**src/rtl/bct_pkg.sv**
```systemverilog
package bct_pkg;

    localparam int CNT_W = 3;
    localparam int CODE_W = 5;
    localparam logic [CODE_W-1:0] CODE_DEFAULT = 5'b00011;
    localparam logic [CNT_W-1:0] CNT_ONE = 1;

    typedef enum logic [1:0] {
        RGN_IMEM    = 2'd0,
        RGN_SFR     = 2'd1,
        RGN_EXT     = 2'd2,
        RGN_EXT_ALT = 2'd3
    } region_e;

    typedef enum logic [2:0] {
        ST_IDLE,
        ST_INT,
        ST_SETUP,
        ST_STROBE,
        ST_RECOV
    } state_e;

    typedef struct packed {
        logic             ext;
        logic [CNT_W-1:0] lead;
        logic [CNT_W-1:0] low;
        logic             recov;
    } timing_t;

    function automatic logic code_legal(input logic [CODE_W-1:0] c);
        case (c)
            5'b00001, 5'b00010, 5'b00011, 5'b00100, 5'b00101, 5'b00110,
            5'b01010, 5'b01011, 5'b01100, 5'b01101,
            5'b10011, 5'b10100, 5'b10101, 5'b10110: return 1'b1;
            default:                                 return 1'b0;
        endcase
    endfunction

endpackage

```
**src/rtl/bct_wait_bank.sv**
```systemverilog
module bct_wait_bank
    import bct_pkg::*;
#(
    parameter int NUM_SPACES = 4,
    localparam int SPC_W = $clog2(NUM_SPACES)
) (
    input  logic              clk,
    input  logic              rst,
    input  logic              we,
    input  logic [SPC_W-1:0]  addr,
    input  logic [7:0]        wdata,
    output logic [7:0]        rdata,
    input  logic [SPC_W-1:0]  sel_space,
    output logic [CODE_W-1:0] sel_code,
    output logic              sel_recov,
    output logic              err
);

    logic [CODE_W-1:0] code_q  [NUM_SPACES];
    logic              recov_q [NUM_SPACES];

    for (genvar g = 0; g < NUM_SPACES; g++) begin : g_space
        always_ff @(posedge clk) begin
            if (rst) begin
                code_q[g]  <= CODE_DEFAULT;
                recov_q[g] <= 1'b0;
            end else if (we && addr == SPC_W'(g)) begin
                code_q[g]  <= wdata[CODE_W-1:0];
                recov_q[g] <= wdata[6];
            end
        end
    end

    always_ff @(posedge clk) begin
        if (rst) begin
            err <= 1'b0;
        end else if (we && !code_legal(wdata[CODE_W-1:0])) begin
            err <= 1'b1;
        end
    end

    always_comb begin
        rdata = {1'b0, recov_q[addr], 1'b0, code_q[addr]};
    end

    assign sel_code  = code_q[sel_space];
    assign sel_recov = recov_q[sel_space];

endmodule

```
**src/rtl/bct_decode.sv**
```systemverilog
module bct_decode
    import bct_pkg::*;
(
    input  region_e           region,
    input  logic              slow_mem,
    input  logic [CODE_W-1:0] code,
    input  logic              recov,
    output timing_t           timing
);

    logic [CODE_W-1:0] eff_code;

    always_comb begin
        eff_code = code_legal(code) ? code : CODE_DEFAULT;
        timing   = '0;
        case (region)
            RGN_IMEM: begin
                timing.lead = slow_mem ? CNT_W'(2) : CNT_W'(1);
            end
            RGN_SFR: begin
                timing.lead = CNT_W'(2);
            end
            default: begin
                timing.ext   = 1'b1;
                timing.lead  = CNT_W'(eff_code[4:3]) + CNT_ONE;
                timing.low   = CNT_W'(eff_code[2:0]);
                timing.recov = recov;
            end
        endcase
    end

endmodule

```
**src/rtl/bct_sequencer.sv**
```systemverilog
module bct_sequencer
    import bct_pkg::*;
(
    input  logic    clk,
    input  logic    rst,
    input  logic    req,
    input  logic    req_write,
    input  timing_t timing,
    output logic    rd_n,
    output logic    wr_n,
    output logic    busy,
    output logic    done
);

    state_e           state;
    logic [CNT_W-1:0] cnt;
    logic [CNT_W-1:0] low_q;
    logic             rec_q;
    logic             wr_q;
    logic             last;

    assign last = (cnt == '0);

    always_ff @(posedge clk) begin
        if (rst) begin
            state <= ST_IDLE;
            cnt   <= '0;
            low_q <= '0;
            rec_q <= 1'b0;
            wr_q  <= 1'b0;
        end else begin
            case (state)
                ST_IDLE: begin
                    if (req) begin
                        wr_q  <= req_write;
                        rec_q <= timing.recov;
                        low_q <= timing.low;
                        cnt   <= timing.lead - CNT_ONE;
                        state <= timing.ext ? ST_SETUP : ST_INT;
                    end
                end
                ST_INT: begin
                    if (last) state <= ST_IDLE;
                    else      cnt   <= cnt - CNT_ONE;
                end
                ST_SETUP: begin
                    if (last) begin
                        state <= ST_STROBE;
                        cnt   <= low_q - CNT_ONE;
                    end else begin
                        cnt <= cnt - CNT_ONE;
                    end
                end
                ST_STROBE: begin
                    if (last) state <= rec_q ? ST_RECOV : ST_IDLE;
                    else      cnt   <= cnt - CNT_ONE;
                end
                ST_RECOV: state <= ST_IDLE;
                default:  state <= ST_IDLE;
            endcase
        end
    end

    always_comb begin
        busy = (state != ST_IDLE);
        done = ((state == ST_INT) && last) ||
               ((state == ST_STROBE) && last && !rec_q) ||
               (state == ST_RECOV);
        rd_n = !((state == ST_STROBE) && !wr_q);
        wr_n = !((state == ST_STROBE) && wr_q);
    end

endmodule

```
**src/rtl/bus_cycle_timer.sv**
```systemverilog
module bus_cycle_timer
    import bct_pkg::*;
#(
    parameter int NUM_SPACES = 4,
    localparam int SPC_W = $clog2(NUM_SPACES)
) (
    input  logic             clk,
    input  logic             rst,
    input  logic             cfg_we,
    input  logic [SPC_W-1:0] cfg_addr,
    input  logic [7:0]       cfg_wdata,
    output logic [7:0]       cfg_rdata,
    input  logic             slow_mem,
    input  logic             req,
    input  logic [SPC_W-1:0] req_space,
    input  logic [1:0]       req_region,
    input  logic             req_write,
    output logic             rd_n,
    output logic             wr_n,
    output logic             busy,
    output logic             done,
    output logic             code_err
);

    logic [CODE_W-1:0] sel_code;
    logic              sel_recov;
    timing_t           timing;
    logic              take;

    bct_wait_bank #(.NUM_SPACES(NUM_SPACES)) u_bank (
        .clk       (clk),
        .rst       (rst),
        .we        (cfg_we),
        .addr      (cfg_addr),
        .wdata     (cfg_wdata),
        .rdata     (cfg_rdata),
        .sel_space (req_space),
        .sel_code  (sel_code),
        .sel_recov (sel_recov),
        .err       (code_err)
    );

    bct_decode u_decode (
        .region   (region_e'(req_region)),
        .slow_mem (slow_mem),
        .code     (sel_code),
        .recov    (sel_recov),
        .timing   (timing)
    );

    assign take = req && !busy;

    bct_sequencer u_seq (
        .clk       (clk),
        .rst       (rst),
        .req       (take),
        .req_write (req_write),
        .timing    (timing),
        .rd_n      (rd_n),
        .wr_n      (wr_n),
        .busy      (busy),
        .done      (done)
    );

endmodule

```
**config.mk**
```make
export PLATFORM = sky130hd
export DESIGN_NAME = bus_cycle_timer
export DESIGN_NICKNAME = d
export VERILOG_FILES = /design/src/rtl/bct_pkg.sv /design/src/rtl/bct_wait_bank.sv /design/src/rtl/bct_decode.sv /design/src/rtl/bct_sequencer.sv /design/src/rtl/bus_cycle_timer.sv
export SDC_FILE = /design/constraint.sdc
export NUM_CORES = 1
export LEC_CHECK = 0
export BUFFER_PORTS_ARGS = -buffer_cell sky130_fd_sc_hd__buf_2
export CAP_MARGIN = 10
export CORE_AREA = 3 3 71 90
export DETAILED_ROUTE_END_ITERATION = 10
export DIE_AREA = 0 0 74 93
export HOLD_SLACK_MARGIN = 0.1
export PLACE_DENSITY = 0.69
export SYNTH_ARGS = -nofsm -noshare
export SYNTH_HDL_FRONTEND = slang
export SYNTH_HIERARCHICAL = 1
export SYNTH_SLANG_ARGS = --single-unit
```
**constraint.sdc**
```tcl
create_clock -name clk -period 6.3 [get_ports clk]
set_input_delay 0.63 -clock clk [delete_from_list [all_inputs] [get_ports clk]]
set_output_delay 0.63 -clock clk [all_outputs]
set_load 0.02 [all_outputs]
```
# After elaboration in Yosys (flattened, before gate mapping)
# Memories as Yosys holds them, arrays and structs flattened.
# Index checks and enable logic that the tools add are counted.
# Widths: inputs -> output; s select.
[op_classes]
addsub = 4
eq_ne = 13
muxes = 38
bitwise = 8
n_reduce_logical = 30
[op_table]
columns = ["operator", "n"]
rows = [
  ["$mux 5", 5],
  ["$mux 3", 8],
  ["$mux 1", 19],
  ["$pmux 3 s4", 1],
  ["$logic_and 1x1->1", 11],
  ["$pmux 3 s3", 1],
  ["$sub 3x1->3 const B", 3],
  ["$or 1x1->1", 8],
  ["$eq 3x2->1 const B", 2],
  ["$logic_not 1->1", 6],
  ["$logic_not 3->1", 2],
  ["$ne 2x1->1 const B", 3],
  ["$pmux 3 s2", 1],
  ["$reduce_bool 3->1", 2],
  ["$eq 2x1->1 const B", 2],
  ["$eq 2x2->1 const B", 2],
  ["$logic_not 2->1", 2],
  ["$mux 2", 2],
  ["$mux 4", 1],
  ["$ne 2x2->1 const B", 2],
  ["$reduce_and 4->1", 1],
  ["$reduce_or 2->1", 2],
  ["$add 2x1->3 const B", 1],
  ["$eq 3x1->1 const B", 1],
  ["4 further kinds", 5],
]
[totals]
regBits = 12
ramBits = 24
romBits = 64
input_bits = 20
output_inout_bits = 13
word_cells = 103
mem_count = 4
[mem_list]
columns = ["memory", "words", "word_bits", "rd", "rd_clocked_by_memory_dff", "wr", "line", "source"]
rows = [
  ["(name not given)", 32, 1, 1, 0, 0, "bct_pkg.sv:31", "case (c)"],
  ["(name not given)", 32, 1, 1, 0, 0, "bct_pkg.sv:31", ""],
  ["u_bank.code_q", 4, 5, 2, 0, 4, "bct_wait_bank.sv:19", "logic [CODE_W-1:0] code_q [NUM_SPACES];"],
  ["u_bank.recov_q", 4, 1, 2, 0, 4, "bct_wait_bank.sv:20", "logic recov_q [NUM_SPACES];"],
]

# Logic depth before layout (Yosys ltp)
# Gate-level depths: netlist of run 1.
# An unclocked memory read counts as a cell.
[depth]
word_depth = 8
ltp_mapped = 14
depth_no_buf = 13

# Hierarchy
# The synthesis of run 1 kept the hierarchy.
[by_module_without_submodules]
columns = ["mod", "instances", "cells_each", "area_each_um2", "seq_area_each_um2"]
rows = [
  ["bct_wait_bank", 1, 87, 1375.1, 740.7],
  ["bct_sequencer", 1, 81, 684.4, 220.2],
  ["bct_decode", 1, 25, 153.9, 0.0],
  ["bus_cycle_timer", 1, 1, 13.8, 0.0],
]

# Least setup slack after synthesis of run 1
# Ideal clock, no wire load.
[synth_timing]
kind = "input port to flip-flop"
from = "in req_space[0]"
to = "reg u_seq.cnt[2]"
setup_time_ns = 0.139
arrival_ns = 2.790
required_time_ns = 6.161
setup_slack_ns = 3.370
stages = 13
path_buffers = 1
path_cell_list = "buf_2 -> mux4_2 -> xnor2_1 -> nor3b_2 -> ha_1 -> inv_1 -> a21oi_1 -> inv_1 -> ha_1 -> xnor2_1 -> o22ai_1 -> a41oi_1 -> a211oi_1"
[synth_rtl]
columns = ["item", "line", "source"]
rows = [
  ["from (decl)", "bus_cycle_timer.sv:15", "input logic [SPC_W-1:0] req_space,"],
  ["to (signal assigned)", "bct_sequencer.sv:38", "cnt <= timing.lead - CNT_ONE;"],
  ["to (signal assigned)", "bct_sequencer.sv:44", "else cnt <= cnt - CNT_ONE;"],
  ["to (signal assigned)", "bct_sequencer.sv:49", "cnt <= low_q - CNT_ONE;"],
  ["to (decl)", "bct_sequencer.sv:16", "logic [CNT_W-1:0] cnt;"],
]

==> impl_metrics.tcl, run 1 <==
set metrics [dict create \
    wire_per_inst_um 15.0 \
    min_to "u_bank/err" \
    wl_mm 4.30 \
    grt_max_degree 18 \
    fillCellCount 541 \
    grt_pass1_vias 1521 \
    fin_cells 287 \
    ff2ff_setup_slack_ps 3700 \
    p_per_area_nw_per_um2 296 \
    hp-class "reg -> reg" \
    fin_ws_ps 3490 \
    critical_path_class "in -> reg" \
    cts_root_buf "clkbuf_8" \
    syn_area_per_cell_um2 11.5 \
    max_freq_ghz 0.356 \
    power_leakage_nw 0.933 \
    min_from "u_bank/err" \
    drc_errors 0 \
    dieArea_um2 6880 \
    die-height_um 93 \
    required_ps 6460 \
    rr_worst_depth 12 \
    dpl.cell_count 279 \
    antenna_found_initial 0 \
    drtIter0Drc 60 \
    synth_cell_types 46 \
    syn_area_um2 2230 \
    htree_levels 2 \
    cts_buffer_depth 2 \
    cp-start-kind "input port" \
    cts_setup_buffers 0 \
    n_antenna_cell 0 \
    final_common_cell "buf_2" \
    hpwl_mm 3.32 \
    setup_viol 0 \
    path_cells "buf_2 -> mux4_2 -> xnor2_1 -> nor3b_2 -> ha_1 -> inv_1 -> a21oi_1 -> inv_1 -> ha_1 -> xnor2_1 -> o22ai_1 -> a41oi_1 -> a211oi_1" \
    grt_pass1_wl_mm 7.09 \
    timing.rr.start "u_bank/code_q[2][1]" \
    cts_sinks 36 \
    peakVddDrop_mv 0.119 \
    cts_resized 0 \
    ys_seq_area_frac 0.431 \
    rsz0062_at_grt "false" \
    overflow 0 \
    gp_congestion 0.822 \
    end_kind "flop" \
    timing.rr.end "u_seq/cnt[2]" \
    outcome "complete, no violations" \
    clk_pin_slew_ps 80 \
    cts_tree "built" \
    synthCells 194 \
    drv_cap 0 \
    antenna_left 0 \
    nNetsFinal 245 \
    hold-path-cell-count 2 \
    fin_skew_ps 5.11 \
    vias 1563 \
    area_delta_synth_final_pct 11.9 \
    fin_setup_tns_ps 0 \
    post-route-period-util 0.445 \
    io_pins 33 \
    ys_warn_count 6 \
    cts_buffers 5 \
    post-place-ws_ps 3150 \
    dpl-instance-area_um2 2380 \
    drive_gt1_frac 0.290 \
    vias_per_cell 5.45 \
    fp.coreArea_um2 5700 \
    maxSlewViolCount 0 \
    final_hold_viol_count 0 \
    dr.pass1.iters 4 \
    final_cell_area_um2 2490 \
    critPathSlowestCell "mux4_2" \
    ctsHoldBuffers 0 \
    insertion_delay_ps 290 \
    std_cell_rows 31 \
    min_period_ps 2810 \
    cp_slowest_stage_delay_ps 600 \
    dieWidth_um 74 \
    fin_util 0.437 \
    cp_max_fo 6 \
    io_buffers 28 \
    most-common-layout-cells "28 x buf_2, 24 x edfxtp_1, 18 x and2_1, 18 x nor2_1, 15 x inv_1" \
    grt_util_all_layers 0.136 \
    start_util 0.391 \
    ys_ff_latch 36 \
    cp.arrival_ps 2960 \
]
-- stage by stage --
| stage | hold WS, ps | power (W) |
|---|---|---|
| floorplan | 468 | 0.000488 |
| CTS | 473 | 0.000747 |
| global route | 517 | 0.000782 |
| global placement | 445 | 0.000534 |
| finish | 472 | 0.000736 |
| detailed placement | 456 | 0.000538 |
-- synth_stat cells (all sizes together) --
library cell	instances	area share
a2111oi	3	0.012
a211oi	4	0.016
a21oi	5	0.011
a221oi	1	0.0039
a31o	5	0.020
a31oi	1	0.0028
a41oi	3	0.012
and2	18	0.051
and3	1	0.0028
buf	8	0.030
clkbuf	2	0.0034
conb	1	0.0017
dfxtp	12	0.11
edfxtp	24	0.32
ha	5	0.028
inv	15	0.025
mux2i	3	0.013
mux4	12	0.12
nand2	10	0.018
nand2b	9	0.029
nand3	1	0.0022
nor2	18	0.030
nor2b	3	0.013
nor3	5	0.026
nor3b	3	0.012
nor4	2	0.0056
nor4b	2	0.015
o21ai	1	0.0022
o21ba	1	0.0045
o21bai	1	0.0034
o22ai	4	0.011
o311a	1	0.0051
o32ai	1	0.0039
or3	3	0.0084
xnor2	6	0.024
-- routing by layer --
layer / routed length (um) / global-route usage / vias up
met5: 0 / 0 / -
met4: 64 / 0.0634 / 0
met3: 209 / 0.0301 / 6
met2: 2330 / 0.237 / 36
met1: 1690 / 0.154 / 756
li1: - / - / 765
-- cell families (layout without fill, tap and decap cells) --
logic type / count (synthesis) / after routing / share of synthesized area
simple gates: 75 / 75 / 0.213
buf+inv: 25 / 51 / 0.0584
other cells: 1 / 2 / 0.00168
fa+ha+maj: 5 / 5 / 0.0281
compound gates: 31 / 31 / 0.107
xor+xnor: 6 / 6 / 0.0236
flops: 36 / 36 / 0.431
mux: 15 / 15 / 0.137
-- worst max path at each step --
stage / cells past startpoint / slack (ps) / startpoint / endpoint
after CTS: 13 / 3460 / req_space[0] / u_seq/cnt[2]
after global routing: 13 / 3280 / req_space[0] / u_seq/cnt[2]
after global placement: 13 / 3190 / req_space[0] / u_seq/cnt[2]
after detailed placement: 13 / 3150 / req_space[0] / u_seq/cnt[2]
after floorplan: 13 / 3370 / req_space[0] / u_seq/cnt[2]
final: 13 / 3490 / req_space[0] / u_seq/cnt[2]
-- layout make-up --
| class | count | area [um2] | area share |
|---|---|---|---|
| Multi-Input combinational cell | 134 | 1140 | 0.458 |
| Sequential cell | 36 | 961 | 0.386 |
| Timing Repair Buffer | 28 | 140 | 0.0563 |
| Tap cell | 66 | 82.6 | 0.0331 |
| Clock buffer | 5 | 68.8 | 0.0276 |
| Inverter | 15 | 56.3 | 0.0226 |
| Clock inverter | 3 | 42.5 | 0.0171 |
-- power breakdown --
part / switching [W] / internal, W
Sequential: 0.0000246 / 0.000279
Clock: 0.0000884 / 0.000117
Combinational: 0.000128 / 0.0000987
-- state kept, by name, summed over array words and instances, names as in the netlist --
| register | flops |
|---|---|
| u_seq/wr_q | 1 |
| u_bank/recov_q | 4 |
| u_seq/low_q | 3 |
| u_seq/rec_q | 1 |
| u_bank/err | 1 |
| u_bank/code_q | 20 |
| u_seq/state | 3 |
| u_seq/cnt | 3 |
-- critical path, delay by kind of cell --
| family | cells | cell delay [ps] |
|---|---|---|
| buffers and inverters | 3 | 290 |
| adders and majority gates | 2 | 450 |
| AOI/OAI and AO/OA | 4 | 480 |
| muxes | 1 | 600 |
| and+or+nand+nor | 1 | 90 |
| xor gates and xnor gates | 2 | 420 |
Power figures use the tool's default switching activity.
==> inputs of run 2 (changes only) <==
ABC_AREA = 1   (was unset)
clock period = 2.7 ns   (was 6.3 ns; I/O delays follow)
==> impl_metrics.tcl, run 2 <==
set metrics [dict create \
    synth_top_family_by_area "simple AND/OR/NAND/NOR gates" \
    power.switching_w 0.000727 \
    wl_mm 5.16 \
    grt_pass1_vias 1888 \
    final_common_cell "nand2_1" \
    critPathBufInv 2 \
    setup_viol 0 \
    drtIter0Drc 96 \
    hpwl_mm 4.08 \
    area_delta_synth_final_pct 14.8 \
    drv_cap 0 \
    n_antenna_cell 0 \
    dieArea_um2 6880 \
    p_per_area_nw_per_um2 743 \
    vias_per_cell 5.01 \
    io_buffers 28 \
    clk_pin_slew_ps 80 \
    grt_pass1_wl_mm 8.49 \
    vias 2033 \
    drc_errors 0 \
    cp-start-kind "flop" \
    fillCellCount 596 \
    p_sw_frac 0.380 \
    wire_per_inst_um 12.7 \
    ys_seq_area_frac 0.428 \
    fin_skew_ps 8.30 \
    most-common-layout-cells "69 x nand2_1, 48 x nor2_1, 36 x inv_1" \
    start_util 0.393 \
    io_pins 33 \
    p_seq_frac 0.371 \
    rsz0062_at_grt "false" \
    async_flop_share 0 \
    critical_path_class "reg -> reg" \
    synthCells 306 \
    post-route-period-util 0.879 \
    overflow 0 \
    critPathSlowestCell "edfxtp_1" \
    power_leakage_nw 1.19 \
    synthXorXnorAreaFrac 0.00390 \
    clkPwrFrac 0.257 \
    cts_resized 0 \
    dpl-instance-area_um2 2460 \
    cp_max_fo 4 \
    yosysMostFrequentCell "nand2_1" \
    synth_compound_area_frac 0.109 \
    htree_levels 2 \
    netlist_top_cells_count "69 x nand2_1, 48 x nor2_1, 36 x inv_1" \
    nNetsFinal 364 \
    final_hold_viol_count 0 \
    cts_sinks 36 \
    p_int_w 0.00119 \
    grt_util_all_layers 0.162 \
    synth_simple_gate_area_frac 0.334 \
    end_kind "flop" \
    finalPower_w 0.00191 \
    ys_top_cells_by_area "edfxtp_1 32%, nand2_1 12%, dfxtp_1 11%" \
    path_cells "o21ai_0 -> o22ai_1 -> o21ai_0 -> nand2_1 -> nand2_2 -> nand2_1 -> nor2_1 -> ha_1 -> nor2_1 -> nor2_1 -> inv_1 -> ha_1 -> nand2_1 -> inv_1 -> nor2_1 -> nand2_1 -> nand2_1 -> nor2_1 -> a21oi_1" \
    synth_edf_count 24 \
    outcome "complete, no violations" \
    cts_tree "built" \
    cp_slowest_stage_delay_ps 420 \
    dr.pass1.iters 4 \
    synthMuxAreaShare 0 \
    antenna_found_initial 0 \
    synth.top_cell.area_share 0.321 \
    min_period_ps 2370 \
    synth_cell_types 30 \
    ys_ff_latch 36 \
    max_freq_ghz 0.422 \
    fp.coreArea_um2 5700 \
    cp_top_family "simple AND/OR/NAND/NOR gates" \
    antenna_left 0 \
    dieWidth_um 74 \
    gp_congestion 0.875 \
    cts_root_buf "clkbuf_8" \
    fin_cells 406 \
    required_ps 2890 \
    dpl.cell_count 398 \
    cts_setup_buffers 0 \
    insertion_delay_ps 300 \
    drive_gt1_frac 0.218 \
    cts_buffer_depth 2 \
    synth_fa_ha_area_frac 0.0279 \
    fin_setup_tns_ps 0 \
    top_register "u_bank/code_q" \
    fin_util 0.452 \
    final_cell_area_um2 2580 \
    syn_area_um2 2240 \
    combPwrFrac 0.372 \
    std_cell_rows 31 \
    largestRegisters "u_bank/code_q: 20 flops, u_bank/recov_q: 4 flops" \
    synth_ff_type "edfxtp_1" \
    grt_max_degree 14 \
    hp-class "in -> reg" \
    cp.arrival_ps 2560 \
    ys_warn_count 6 \
    largest_register_ffs 20 \
    die-height_um 93 \
    cts_buffers 5 \
    maxSlewViolCount 0 \
    peakVddDrop_mv 0.340 \
    ctsHoldBuffers 0 \
    syn_area_per_cell_um2 7.33 \
    yosys.area.top_type "edfxtp_1" \
]
run 2: changes by cell type in the layout (fill, tap and decap cells not counted), moves of 8 or more:
cell / delta
nor2_1: +30
inv_1: +21
nand3_1: +21
and2_1: -18
inv_2: +13
nand2b_1: -8
o21ai_0: +14
nand2_1: +60
mux4_2: -11
run 2: worst paths after layout:
check / from / end / slack, ps / cells past startpoint
min reg2reg: u_bank/err / u_bank/err / 450 / 2
max: u_bank/code_q[1][4] / u_seq/cnt[2] / 330 / 19
max reg2reg: u_bank/code_q[1][4] / u_seq/cnt[2] / 330 / 19
min: req_write / u_seq/wr_q / 250 / 3
run 2: worst register-to-register path: cells and delay by family (launching register included):
family,cells,cell delay (ps)
fa+ha+maj,2,380
compound gates,4,590
simple gates,11,770
flops,1,420
buf+inv,2,100
run 2: layer usage:
layer	global-route usage	routed length [um]	vias up
li1	-	-	1049
met1	0.184	2110	927
met2	0.291	2720	51
met3	0.0344	262	6
met4	0.0544	65	0
met5	0	0	-
run 2: final cells by class:
class / count / area, um2 / share of cell area
Clock inverter: 3 / 46.3 / 0.0180
Tap cell: 66 / 82.6 / 0.0321
Multi-Input combinational cell: 216 / 1070 / 0.416
Timing Repair Buffer: 31 / 163 / 0.0631
Inverter: 49 / 184 / 0.0714
Sequential cell: 36 / 961 / 0.373
Clock buffer: 5 / 68.8 / 0.0267
run 2: power by group through the flow:
stage	logic [W]	registers, W	clock network [W]
global placement	0.000702	0.000723	0
finish	0.000712	0.000711	0.000492
global route	0.000817	0.000720	0.000528
detailed placement	0.000716	0.000724	0
floorplan	0.000557	0.000712	0
CTS	0.000719	0.000712	0.000501
run 2: cells by family (layout without fill, tap and decap cells):
family,after synthesis,in the layout
adder cells (fa/ha/maj),5,5
other,1,2
AND/OR/NAND/NOR,165,165
buffers and inverters,55,88
XOR/XNOR,1,1
AO/OA/AOI/OAI,43,43
flip-flops,36,36
run 2: stage by stage:
step	worst slack, ps	hold WS, ps
6_report	328	253
5_1_grt	1.84	273
4_1_cts	319	249
3_5_place_dp	39.5	438
3_3_place_gp	76.1	436
2_1_floorplan	358	339
==> inputs of run 3 (changes only) <==
CORE_AREA = 3 3 61 77   (was 3 3 71 90)
DIE_AREA = 0 0 64 80   (was 0 0 74 93)
PLACE_DENSITY = 0.88   (was 0.69)
==> impl_metrics.tcl, run 3 (synthesized netlist as in run 2, its figures left out) <==
set metrics [dict create \
    drtIter0Drc 129 \
    ctsHoldBuffers 0 \
    overflow 0 \
    setup_viol 0 \
    dieArea_um2 5120 \
    timing.rr.start "u_bank/code_q[2][3]" \
    cts_buffers 5 \
    wl_met2_mm 2.97 \
    insertion_delay_ps 290 \
    dieWidth_um 64 \
    drive_gt1_frac 0.212 \
    antenna_found_initial 0 \
    io_pins 33 \
    fp.coreArea_um2 4070 \
    p_sw_frac 0.371 \
    required_ps 2880 \
    power_leakage_nw 1.19 \
    cts_setup_buffers 0 \
    critical_path_class "reg -> reg" \
    htree_levels 2 \
    nNetsFinal 363 \
    cp.arrival_ps 2610 \
    p_int_w 0.00121 \
    largest_register_ffs 20 \
    cts_sinks 36 \
    clkPwrFrac 0.258 \
    max_freq_ghz 0.413 \
    grt_pass1_vias 2047 \
    hpwl_mm 4.01 \
    cts_buffer_depth 2 \
    std_cell_rows 26 \
    min_period_ps 2420 \
    drc_errors 0 \
    end_kind "flop" \
    p_per_area_nw_per_um2 749 \
    area_delta_synth_final_pct 14.0 \
    fin_skew_ps 3.35 \
    top_register "u_bank/code_q" \
    maxUsedRoutingLayer "met4" \
    cp-start-kind "flop" \
    dr.pass1.iters 4 \
    post-route-period-util 0.897 \
    cts_resized 0 \
    clk_pin_slew_ps 70 \
    cts_root_buf "clkbuf_8" \
    wl_mm 5.20 \
    vias_per_cell 5.27 \
    start_util 0.552 \
    io_buffers 28 \
    gp_congestion 0.843 \
    cts_tree "built" \
    peakVddDrop_mv 0.550 \
    final_common_cell "nand2_1" \
    n_antenna_cell 0 \
    hp-class "in -> reg" \
    die-height_um 80 \
    wirelength_met1_mm 1.94 \
    crit_start "u_bank/code_q[2][3]" \
    grt_pass1_wl_mm 8.58 \
    most-common-layout-cells "69 x nand2_1, 48 x nor2_1, 36 x inv_1" \
    min_from "req_write" \
    final_hold_viol_count 0 \
    grt_util_all_layers 0.219 \
    cp_max_fo 4 \
    combPwrFrac 0.370 \
    largestRegisters "u_bank/code_q: 20 flops, u_bank/recov_q: 4 flops" \
    antenna_left 0 \
    drv_cap 0 \
    rsz0062_at_grt "false" \
    maxSlewViolCount 0 \
    outcome "complete, no violations" \
    fin_setup_tns_ps 0 \
    wire_per_inst_um 13.2 \
    grt_max_degree 13 \
    wl_met3_um 195 \
    finalPower_w 0.00192 \
    p_seq_frac 0.372 \
    power.switching_w 0.000711 \
    vias 2083 \
]
## run 3: cell count changes in the layout (fill, tap and decap cells not counted), sizes merged
cell and change:
buf -1, clkinvlp -1, clkinv +1, clkbuf +1, inv -1
## run 3: path summary, 6_finish.rpt
path | to | cells after the start | slack (ps)
worst max-delay path | u_seq/cnt[2] | 19 | 280
worst min-delay path | u_seq/wr_q | 3 | 250
worst max register to register | u_seq/cnt[2] | 19 | 280
worst min register to register | u_bank/err | 2 | 460
## run 3: final cells by class
type	instances	area, um2
fillers	370	1510
inverters	49	184
multi-input cells	216	1070
repair buffers	30	155
clock buffers	6	82.6
well taps	56	70.1
flip-flops and latches	36	961
clock inverters	2	33.8
## run 3: worst max-delay path, stage by stage, from the launching register on
cell      delay (ps)
edfxtp_1         380
o21ai_0          230
o22ai_1          180
o21ai_0          170
nand2_1           90
nand2_2          110
nand2_1           60
nor2_1            90
ha_1             240
nor2_1           100
nor2_1            50
inv_1             50
ha_1             150
nand2_1           50
inv_1             40
nor2_1            30
nand2_1           60
nand2_1           50
nor2_1            90
a21oi_1           70
## run 3: metal layers
| metal | vias up | GRT usage |
|---|---|---|
| met5 | - | 0 |
| met4 | 0 | 0.0950 |
| met3 | 12 | 0.0451 |
| met2 | 57 | 0.437 |
| met1 | 967 | 0.209 |
| li1 | 1047 | - |
## run 3: power by group through the flow
stage	clock, W	sequential, W	combinational, W
2_1_floorplan	0	0.000712	0.000557
3_3_place_gp	0	0.000719	0.000684
3_5_place_dp	0	0.000724	0.000706
4_1_cts	0.000498	0.000712	0.000710
5_1_grt	0.000521	0.000722	0.000807
6_report	0.000495	0.000713	0.000709
## run 3: stage by stage
step	util	cell area, um2	setup WS (ps)	hold slack [ps]	std cells
global route	0.629	2560	13.6	268	395
floorplan	-	2250	358	339	307
global placement	0.600	2440	147	436	387
finish	0.629	2560	277	255	395
detailed placement	0.600	2440	52.7	440	387
CTS	0.629	2560	321	242	395
